### config.mk
export PLATFORM = sky130hd
export DESIGN_NAME = cube_root_unit
export DESIGN_NICKNAME = d
export VERILOG_FILES = /design/src/rtl/cube_root_unit.sv
export SDC_FILE = /design/constraint.sdc
export NUM_CORES = 1
export LEC_CHECK = 0
export BUFFER_PORTS_ARGS = -buffer_cell sky130_fd_sc_hd__buf_4
export CAP_MARGIN = 20
export CORE_MARGIN = 3
export CORE_UTILIZATION = 50
export DETAILED_ROUTE_END_ITERATION = 8
export GPL_ROUTABILITY_DRIVEN = 0
export GPL_TIMING_DRIVEN = 0
export PLACE_DENSITY = 0.69
export SYNTH_ARGS = -nofsm -noshare
export SYNTH_HDL_FRONTEND = slang
export SYNTH_SLANG_ARGS = --single-unit
### constraint.sdc
create_clock -name clk -period 19.3 [get_ports clk]
set_input_delay 2.895 -clock clk [delete_from_list [all_inputs] [get_ports clk]]
set_output_delay 2.895 -clock clk [all_outputs]
set_load 0.01 [all_outputs]
### src/rtl/cube_root_unit.sv
module cube_root_unit #(
  parameter int OP_W   = 8,
  parameter int ROOT_W = 10,
  parameter int DIG_W  = 4,
  parameter int ITERS  = 11,
  parameter int SCALE  = 1000000
) (
  input  logic              clk,
  input  logic              rst_n,
  input  logic              start,
  input  logic [OP_W-1:0]   operand,
  output logic              busy,
  output logic              done,
  output logic [ROOT_W-1:0] root,
  output logic [DIG_W-1:0]  dig_int,
  output logic [DIG_W-1:0]  dig_f1,
  output logic [DIG_W-1:0]  dig_f2
);
  localparam int RW     = 3 * ITERS + 1;
  localparam int SH_W   = $clog2(3 * ITERS);
  localparam int SH_TOP = 3 * (ITERS - 1);

  typedef enum logic [1:0] {S_IDLE, S_ROOT, S_HUND, S_TENS} state_t;

  state_t            st;
  logic [RW-1:0]     rem;
  logic [ROOT_W-1:0] y, q;
  logic [SH_W-1:0]   sh;
  logic [DIG_W-1:0]  h, t;

  logic [ROOT_W-1:0] y2, y_next;
  logic [RW-1:0]     yy, trial, sub;
  logic              fits;

  assign y2     = {y[ROOT_W-2:0], 1'b0};
  assign yy     = RW'(y2);
  assign trial  = RW'(3) * yy * (yy + RW'(1)) + RW'(1);
  assign sub    = trial << sh;
  assign fits   = (rem >> sh) >= trial;
  assign y_next = fits ? (y2 | ROOT_W'(1)) : y2;

  always_ff @(posedge clk) begin
    if (!rst_n) begin
      st <= S_IDLE; rem <= '0; y <= '0; q <= '0; sh <= '0; h <= '0; t <= '0;
      busy <= 1'b0; done <= 1'b0; root <= '0;
      dig_int <= '0; dig_f1 <= '0; dig_f2 <= '0;
    end else begin
      done <= 1'b0;
      case (st)
        S_IDLE: if (start) begin
          rem  <= RW'(operand) * RW'(SCALE);
          y    <= '0;
          sh   <= SH_W'(SH_TOP);
          busy <= 1'b1;
          st   <= S_ROOT;
        end
        S_ROOT: begin
          if (fits) rem <= rem - sub;
          y <= y_next;
          if (sh == '0) begin
            q <= y_next; h <= '0; t <= '0;
            st <= S_HUND;
          end else begin
            sh <= sh - SH_W'(3);
          end
        end
        S_HUND: begin
          if (q >= ROOT_W'(100)) begin
            q <= q - ROOT_W'(100);
            h <= h + DIG_W'(1);
          end else st <= S_TENS;
        end
        default: begin
          if (q >= ROOT_W'(10)) begin
            q <= q - ROOT_W'(10);
            t <= t + DIG_W'(1);
          end else begin
            root    <= y;
            dig_int <= h;
            dig_f1  <= t;
            dig_f2  <= q[DIG_W-1:0];
            done    <= 1'b1;
            busy    <= 1'b0;
            st      <= S_IDLE;
          end
        end
      endcase
    end
  end

  a_r5_done_pulse: assert property (@(posedge clk) disable iff (!rst_n)
    done |=> !done);
  a_r5_busy_drop: assert property (@(posedge clk) disable iff (!rst_n)
    done |-> !busy);
  a_r2_accept: assert property (@(posedge clk) disable iff (!rst_n)
    (!busy && start) |=> busy);
  a_r7_hold: assert property (@(posedge clk) disable iff (!rst_n)
    !done |-> $stable({root, dig_int, dig_f1, dig_f2}));
  a_r4_digit_range: assert property (@(posedge clk) disable iff (!rst_n)
    done |-> (dig_int <= 4'd6 && dig_f1 <= 4'd9 && dig_f2 <= 4'd9));
  a_r4_recombine: assert property (@(posedge clk) disable iff (!rst_n)
    done |-> (32'(root) == 32'(dig_int) * 100 + 32'(dig_f1) * 10 + 32'(dig_f2)));
  a_r3_root_max: assert property (@(posedge clk) disable iff (!rst_n)
    root <= ROOT_W'(634));
endmodule

==> results of run 1 <==
## synthesized netlist by cell type, types with 20 or more instances
| cell type | instances |
|---|---|
| a211oi_1 | 27 |
| a21o_1 | 41 |
| a21oi_1 | 182 |
| and2_1 | 44 |
| clkbuf_1 | 73 |
| dfxtp_1 | 94 |
| fa_1 | 91 |
| ha_1 | 202 |
| inv_1 | 188 |
| mux2i_1 | 67 |
| mux4_2 | 21 |
| nand2_1 | 204 |
| nand2b_1 | 43 |
| nand3_1 | 33 |
| nand4_1 | 20 |
| nor2_1 | 185 |
| nor2b_1 | 31 |
| nor3_1 | 29 |
| o21ai_0 | 60 |
| xnor2_1 | 51 |
| xor2_1 | 29 |
## how the worst max path moves through the flow
stage,slack (ns),start,depth (start not counted),to
after floorplan,10.0,y[1],43,rem[33]
after global placement,8.11,y[1],41,rem[33]
after detailed placement,8.13,y[1],41,rem[33]
after CTS,8.08,y[1],41,rem[33]
after global routing,7.24,y[1],42,rem[27]
final,7.83,y[1],41,rem[33]
## area by class of cell
class | instances | area [sq um] | area share, %
plain buffers | 112 | 483.0 | 2.870
clock buffers | 9 | 225.2 | 1.338
clock inverters | 7 | 97.59 | 0.5799
inverters | 191 | 716.9 | 4.260
multi-input cells | 1621 | 12660 | 75.22
flip-flops and latches | 94 | 1882 | 11.18
well taps | 396 | 495.5 | 2.944
repair buffers | 36 | 270.3 | 1.606
## routing by layer
| metal | up-vias | routed length, um |
|---|---|---|
| li1 | 7112 | - |
| met1 | 7160 | 20820 |
| met2 | 807 | 21180 |
| met3 | 174 | 4818 |
| met4 | 0 | 2146 |
| met5 | - | 0 |
## logic make-up (layout without fill, tap and decap cells)
family / count (synthesis) / after routing
adders and majority gates: 293 / 293
xor gates and xnor gates: 80 / 80
buffers and inverters: 303 / 355
DFF: 94 / 94
muxes: 108 / 108
AOI/OAI and AO/OA: 491 / 491
and+or+nand+nor: 649 / 649
## critical path, delay by kind of cell (launching register included)
family / cells / cell delay [ns]
mux: 1 / 0.19
buf+inv: 4 / 0.31
compound gates: 19 / 4.14
simple gates: 6 / 1.32
xor+xnor: 3 / 1.23
flops: 1 / 0.74
fa+ha+maj: 8 / 3.47
## power groups by stage
stage | sequential (mW) | combinational, mW | clock, mW
2_1_floorplan | 0.286 | 1.52 | 0
3_3_place_gp | 0.315 | 1.97 | 0
3_5_place_dp | 0.317 | 2.00 | 0
4_1_cts | 0.312 | 2.01 | 0.195
5_1_grt | 0.321 | 2.25 | 0.203
6_report | 0.317 | 2.08 | 0.194
## flip-flops by register name (all words and copies together) (netlist names), 2 cells and up
signal,flops
sh,6
t,4
q,10
rem,34
dig_f1,4
h,4
root,10
dig_f2,4
dig_int,4
y,10
st,2
## metrics by stage
step                      cells  utilization, %  total power [mW]
final                      2466           54.59             2.591
after floorplan            2018               -             1.811
after CTS                  2464           54.54             2.521
after detailed placement   2448           53.49             2.314
after global routing       2466           54.59             2.774
after global placement     2448           53.49             2.285
==> run summary, run 1 <==
==================================================================================================
Pin count of the biggest net entering global routing                                            20
Slack of the worst reg-to-reg path                                                         7.83 ns
Clock period minus final worst setup slack                                                11.47 ns
Number of antenna cells inserted                                                                 0
Synth-to-layout area growth                                                                 6.915%
Row count                                                                                       64
Port Buf Inserts                                                                                34
Post-placement setup slack                                                                8.134 ns
Flops & latches, synth                                                                          94
Hold slack                                                                               0.4591 ns
Worst hold path startpoint                                                               dig_f2[2]
Met2 routing resource usage after global routing                                            44.78%
Portion of netlist area occupied by mux cells                                               8.720%
Layer carrying the most global-route usage                                                    met2
Antenna violations before repair                                                                 0
Max-Cap Viols                                                                                    0
Synthesized Nets                                                                             2,322
Fmax achieved                                                                            87.20 MHz
Layout Skew                                                                             0.01282 ns
Cells taking the most area after synthesis                                            ha_1, dfxtp_1, fa_1
Classification of the worst setup path                                                  reg -> reg
Post-synthesis average cell area                                                       7.800 sq um
Yosys Warn Count                                                                                 0
Met3 global-route usage                                                                     5.224%
Synthesized area                                                                      0.01574 sq mm
Worst Slack Setup Final                                                                   7.832 ns
Critical path launch point type                                                           register
Fraction of the cycle the final worst path needs                                            59.42%
Proportion of netlist area held by the largest area contributor                             16.06%
IR drop worst, VDD                                                                        101.7 uV
DR vias/cell                                                                                 6.185
Post-route standard cell area excluding fillers                                       0.01683 sq mm
Total wirelength of the detailed-routed design                                            48.97 mm
Filler cell count                                                                            2,931
Instance area after placement                                                         0.01649 sq mm
Commonest non-fill, non-tap cell in the layout                                             nand2_1
Status                                                                                finished clean
Clock tree from TritonCTS                                                                    built
Via count of the first global-routing pass                                                  14.46k
Standard cell core area                                                               0.03083 sq mm
Depth of the most critical reg-to-reg path                                                      41
Number of levels in the clock H-tree                                                             3
Largest stage delay on the critical path                                                   0.78 ns
Sink of the worst hold path                                                              dig_f2[2]
Setup violations, final                                                                          0
Share of cells above drive strength 1                                                       7.198%
Post-synthesis share of cell area spent on xor and xnor gates                               4.452%
Synthesized-area fraction occupied by adder cells                                           27.63%
Number of instances in the synthesized netlist                                               2,018
Clock transition time at the flip-flop clock pins of the worst setup and hold paths        0.07 ns
Sw power                                                                                  1.439 mW
Cell Int Power                                                                            1.153 mW
Path class of the lowest-slack min-delay path                                           reg -> reg
Detailed-route wire length per cell                                                       19.86 um
Die Footprint                                                                         0.03364 sq mm
Most frequent cell on the critical path                                                    a21oi_1
I/O Pins                                                                                        35
Most frequently used flop master after synthesis                                           dfxtp_1
Post-CTS sizing                                                                                  0
Chip Height                                                                               183.4 um
Clock latency on the worst-skew pair                                                       0.36 ns
DRC violations left                                                                              0
Worst flop-to-flop path endpoint                                                           rem[33]
Simple-gate share of the synthesized area                                                   19.44%
Launch instance of the worst register-to-register path                                        y[1]
Data required time at the worst endpoint                                                  19.58 ns
WP data arrival                                                                           11.75 ns
Via count                                                                                   15.25k
Sequential share of power                                                                    12.2%
Die width                                                                                 183.4 um
Slew Limit Fails                                                                                 0
Post-synthesis compound-gate area fraction                                                  20.18%
Relative slew slack                                                                         27.50%
Most frequent cells in the layout                                                     nand2_1, ha_1, inv_1
Post-CTS setup buffers                                                                           0
Hold Buf Count CTS                                                                               0
Antenna Nets Post-Route                                                                          0
Slew at the pin closest to its max-slew limit                                             1.080 ns
Hold Violations, Final                                                                           0
Wire length of the first global-routing pass                                              77.73 mm
Tot GR Track Use                                                                            28.65%
Count of flip-flops with a built-in enable after synthesis                                       0
Cell depth of the worst hold path                                                                2
Final total negative setup slack                                                              0 ns
Number of clock sinks                                                                           94
Dominant cell type by area after synthesis                                                    ha_1
Power density relative to cell area                                                   154.0 mW/mm^2
Met1 GRT Util                                                                               39.55%
Total global routing overflow                                                                    0
1st-iter DRT viols                                                                           1,728
Sequential-to-total area share from yosys stat                                              11.96%
Number of buffers on the longest clock path                                                      2
Fraction of synthesis flops using an asynchronous set or reset pin                              0%
Count of unique library cells instantiated by Yosys                                             82
Initial Utilization                                                                         51.06%
Number of buffers added by the clock tree synthesis step                                         9
Half-perimeter wire length of the detailed placement result                               39.53 mm
RSZ-0062 raised after global routing                                                         false
Clock network fraction of total power                                                         7.5%
Power share of the combinational group                                                       80.3%
Type of element capturing the critical path                                               register
Buffer cell driving the clock tree root                                                  clkbuf_16
Crit-path max FO                                                                                10
First drt pass iteration count                                                                   8
Leak pwr                                                                                  7.696 nW
Combinational family with the most area after synthesis                                adder cells
Sw frac                                                                                     55.52%
Cell with the biggest individual delay on the critical path                                xnor2_1
Net count of the finished layout                                                             2,369
==================================================================================================
(Power assumes the default switching activity.)
==> run 2: changes to the inputs <==
Settings changed: PLACE_DENSITY 0.69 to 0.71.
Clock period 19.3 ns to 9.25 ns, I/O delays scaled along.
==> run summary, run 2 (synthesis results as in run 1) <==
==================================================================================================
Layout Skew                                                                            0.008619 ns   was 0.01282 ns
RSZ-0062 raised after global routing                                                          true   was false
Die width                                                                                 183.4 um   unchanged
Half-perimeter wire length of the detailed placement result                               40.07 mm   was 39.53 mm
Sw power                                                                                  3.451 mW   was 1.439 mW
WP data arrival                                                                           10.02 ns   was 11.75 ns
Fraction of the cycle the final worst path needs                                            105.3%   was 59.42%
Cell Int Power                                                                            2.907 mW   was 1.153 mW
Wire length of the first global-routing pass                                              82.34 mm   was 77.73 mm
Net count of the finished layout                                                             2,453   was 2,369
Fin util                                                                                    60.99%   was 54.59%
Number of buffers added by the clock tree synthesis step                                         9   unchanged
Post-route standard cell area excluding fillers                                       0.01880 sq mm   was 0.01683 sq mm
Clock tree from TritonCTS                                                                    built   unchanged
Total wirelength of the detailed-routed design                                            54.51 mm   was 48.97 mm
Hold slack                                                                               0.4577 ns   was 0.4591 ns
Tot GR Track Use                                                                            30.33%   was 28.65%
DR vias/cell                                                                                 6.404   was 6.185
Register bank with the most flops                                                              rem   unchanged
Power density relative to cell area                                                   338.1 mW/mm^2   was 154.0 mW/mm^2
DRC violations left                                                                              0   unchanged
I/O Pins                                                                                        35   unchanged
Total global routing overflow                                                                    0   unchanged
Die Footprint                                                                         0.03364 sq mm   unchanged
Path class of the lowest-slack min-delay path                                           reg -> reg   unchanged
Final total negative setup slack                                                         -3.476 ns   was 0 ns
Slew at the pin closest to its max-slew limit                                            0.8579 ns   was 1.080 ns
Share of cells above drive strength 1                                                       19.22%   was 7.198%
Violations in the final reports                                                       setup timing
Standard cell core area                                                               0.03083 sq mm   unchanged
Power share of the combinational group                                                       83.5%   was 80.3%
Classification of the worst setup path                                                  reg -> reg   unchanged
Hold Buf Count CTS                                                                               0   unchanged
Sw frac                                                                                     54.28%   was 55.52%
Commonest non-fill, non-tap cell in the layout                                             nand2_1   unchanged
Buffer cell driving the clock tree root                                                  clkbuf_16   unchanged
Number of antenna cells inserted                                                                 0   unchanged
Initial Utilization                                                                         51.06%   unchanged
Row count                                                                                       64   unchanged
Antenna violations before repair                                                                 0   unchanged
Antenna Nets Post-Route                                                                          0   unchanged
IR drop worst, VDD                                                                        299.4 uV   was 101.7 uV
Type of element capturing the critical path                                               register   unchanged
Largest stage delay on the critical path                                                   0.54 ns   was 0.78 ns
Chip Height                                                                               183.4 um   unchanged
Relative slew slack                                                                         42.81%   was 27.50%
Port Buf Inserts                                                                                34   unchanged
Leak pwr                                                                                  8.420 nW   was 7.696 nW
Data required time at the worst endpoint                                                   9.53 ns   was 19.58 ns
Status                                                                                complete, but fails checks   was finished clean
Largest register FFs                                                                            34   unchanged
Instance area after placement                                                         0.01650 sq mm   was 0.01649 sq mm
Setup violations, final                                                                         16   was 0
Most frequent cells in the layout                                                     nand2_1, inv_1, ha_1   was nand2_1, ha_1, inv_1
Max-Cap Viols                                                                                    0   unchanged
Pwr Total                                                                                 6.359 mW   was 2.591 mW
Number of levels in the clock H-tree                                                             3   unchanged
Sequential share of power                                                                    10.8%   was 12.2%
Top routing layer in use                                                                      met4   unchanged
Fmax achieved                                                                            102.6 MHz   was 87.20 MHz
Most frequent cell on the critical path                                                       ha_4   was a21oi_1
Via count                                                                                   16.33k   was 15.25k
Worst Slack Setup Final                                                                 -0.4937 ns   was 7.832 ns
Clock period minus final worst setup slack                                                9.744 ns   was 11.47 ns
Clock network fraction of total power                                                         5.7%   was 7.5%
Crit-path max FO                                                                                 8   was 10
Cell with the biggest individual delay on the critical path                                   fa_1   was xnor2_1
Routed met2 length                                                                        25.14 mm   was 21.18 mm
Routed length on met3                                                                     5.175 mm   was 4.818 mm
Critical path launch point type                                                           register   unchanged
Pin count of the biggest net entering global routing                                            18   was 20
Slew Limit Fails                                                                                 0   unchanged
Via count of the first global-routing pass                                                  15.65k   was 14.46k
Clock latency on the worst-skew pair                                                       0.35 ns   was 0.36 ns
Hold Violations, Final                                                                           0   unchanged
Number of buffers on the longest clock path                                                      2   unchanged
Length of routed wiring on met1                                                           20.86 mm   was 20.82 mm
First drt pass iteration count                                                                   9   was 8
Synth-to-layout area growth                                                                 19.47%   was 6.915%
Detailed-route wire length per cell                                                       21.38 um   was 19.86 um
Number of clock sinks                                                                           94   unchanged
1st-iter DRT viols                                                                           2,213   was 1,728
Clock transition time at the flip-flop clock pins of the worst setup and hold paths        0.07 ns   about the same
==================================================================================================
run 2: path summary, 6_finish.rpt:
path / startpoint / endpoint / slack (ns) / cells after the start
min: dig_int[3] / dig_int[3] / 0.46 / 2
max reg2reg: y[1] / rem[33] / -0.49 / 42
min reg2reg: dig_int[3] / dig_int[3] / 0.46 / 2
max: y[1] / rem[33] / -0.49 / 42
run 2: final cells by class:
type	count	area, sq um
plain buffers	107	543.0
clock buffers	10	229.0
clock inverters	6	52.55
fillers	2604	12030
inverters	191	716.9
multi-input cells	1621	13810
flip-flops and latches	94	1896
well taps	396	495.5
repair buffers	125	1057
run 2: layer usage:
metal / vias to the layer above / GRT usage [%]
met5: - / 0
met4: 0 / 14.29
met3: 284 / 6.134
met2: 1014 / 50.43
met1: 7761 / 37.88
li1: 7271 / -
run 2: repair_timing:
action | in CTS | in global routing
cloned | 0 | 5
buffers inserted | 44 | 43
pin swaps | 89 | 117
setup endpoints to repair | 36 | 36
gates resized for setup | 140 | 127
run 2: through the flow:
step / setup WS (ns) / cells
2_1_floorplan: 0.02244 / 2018
3_5_place_dp: -1.973 / 2448
4_1_cts: -0.1969 / 2504
6_report: -0.4937 / 2550
3_3_place_gp: -1.861 / 2448
5_1_grt: -0.7958 / 2550
run 2: power groups by stage:
stage | Combinational, mW | Clock, mW | Sequential (mW)
floorplan | 3.18 | 0 | 0.597
global placement | 4.18 | 0 | 0.662
detailed placement | 4.25 | 0 | 0.668
CTS | 4.56 | 0.362 | 0.662
global route | 5.64 | 0.374 | 0.687
finish | 5.31 | 0.362 | 0.685
run 2: worst max-delay path, delay by kind of cell, from the launching register on:
kind	cells	cell delay [ns]
AO/OA/AOI/OAI	12	2.03
XOR/XNOR	1	0.20
adder cells (fa/ha/maj)	10	3.77
buffers and inverters	4	0.37
flip-flops	1	0.39
multiplexers	3	0.99
AND/OR/NAND/NOR	12	1.92
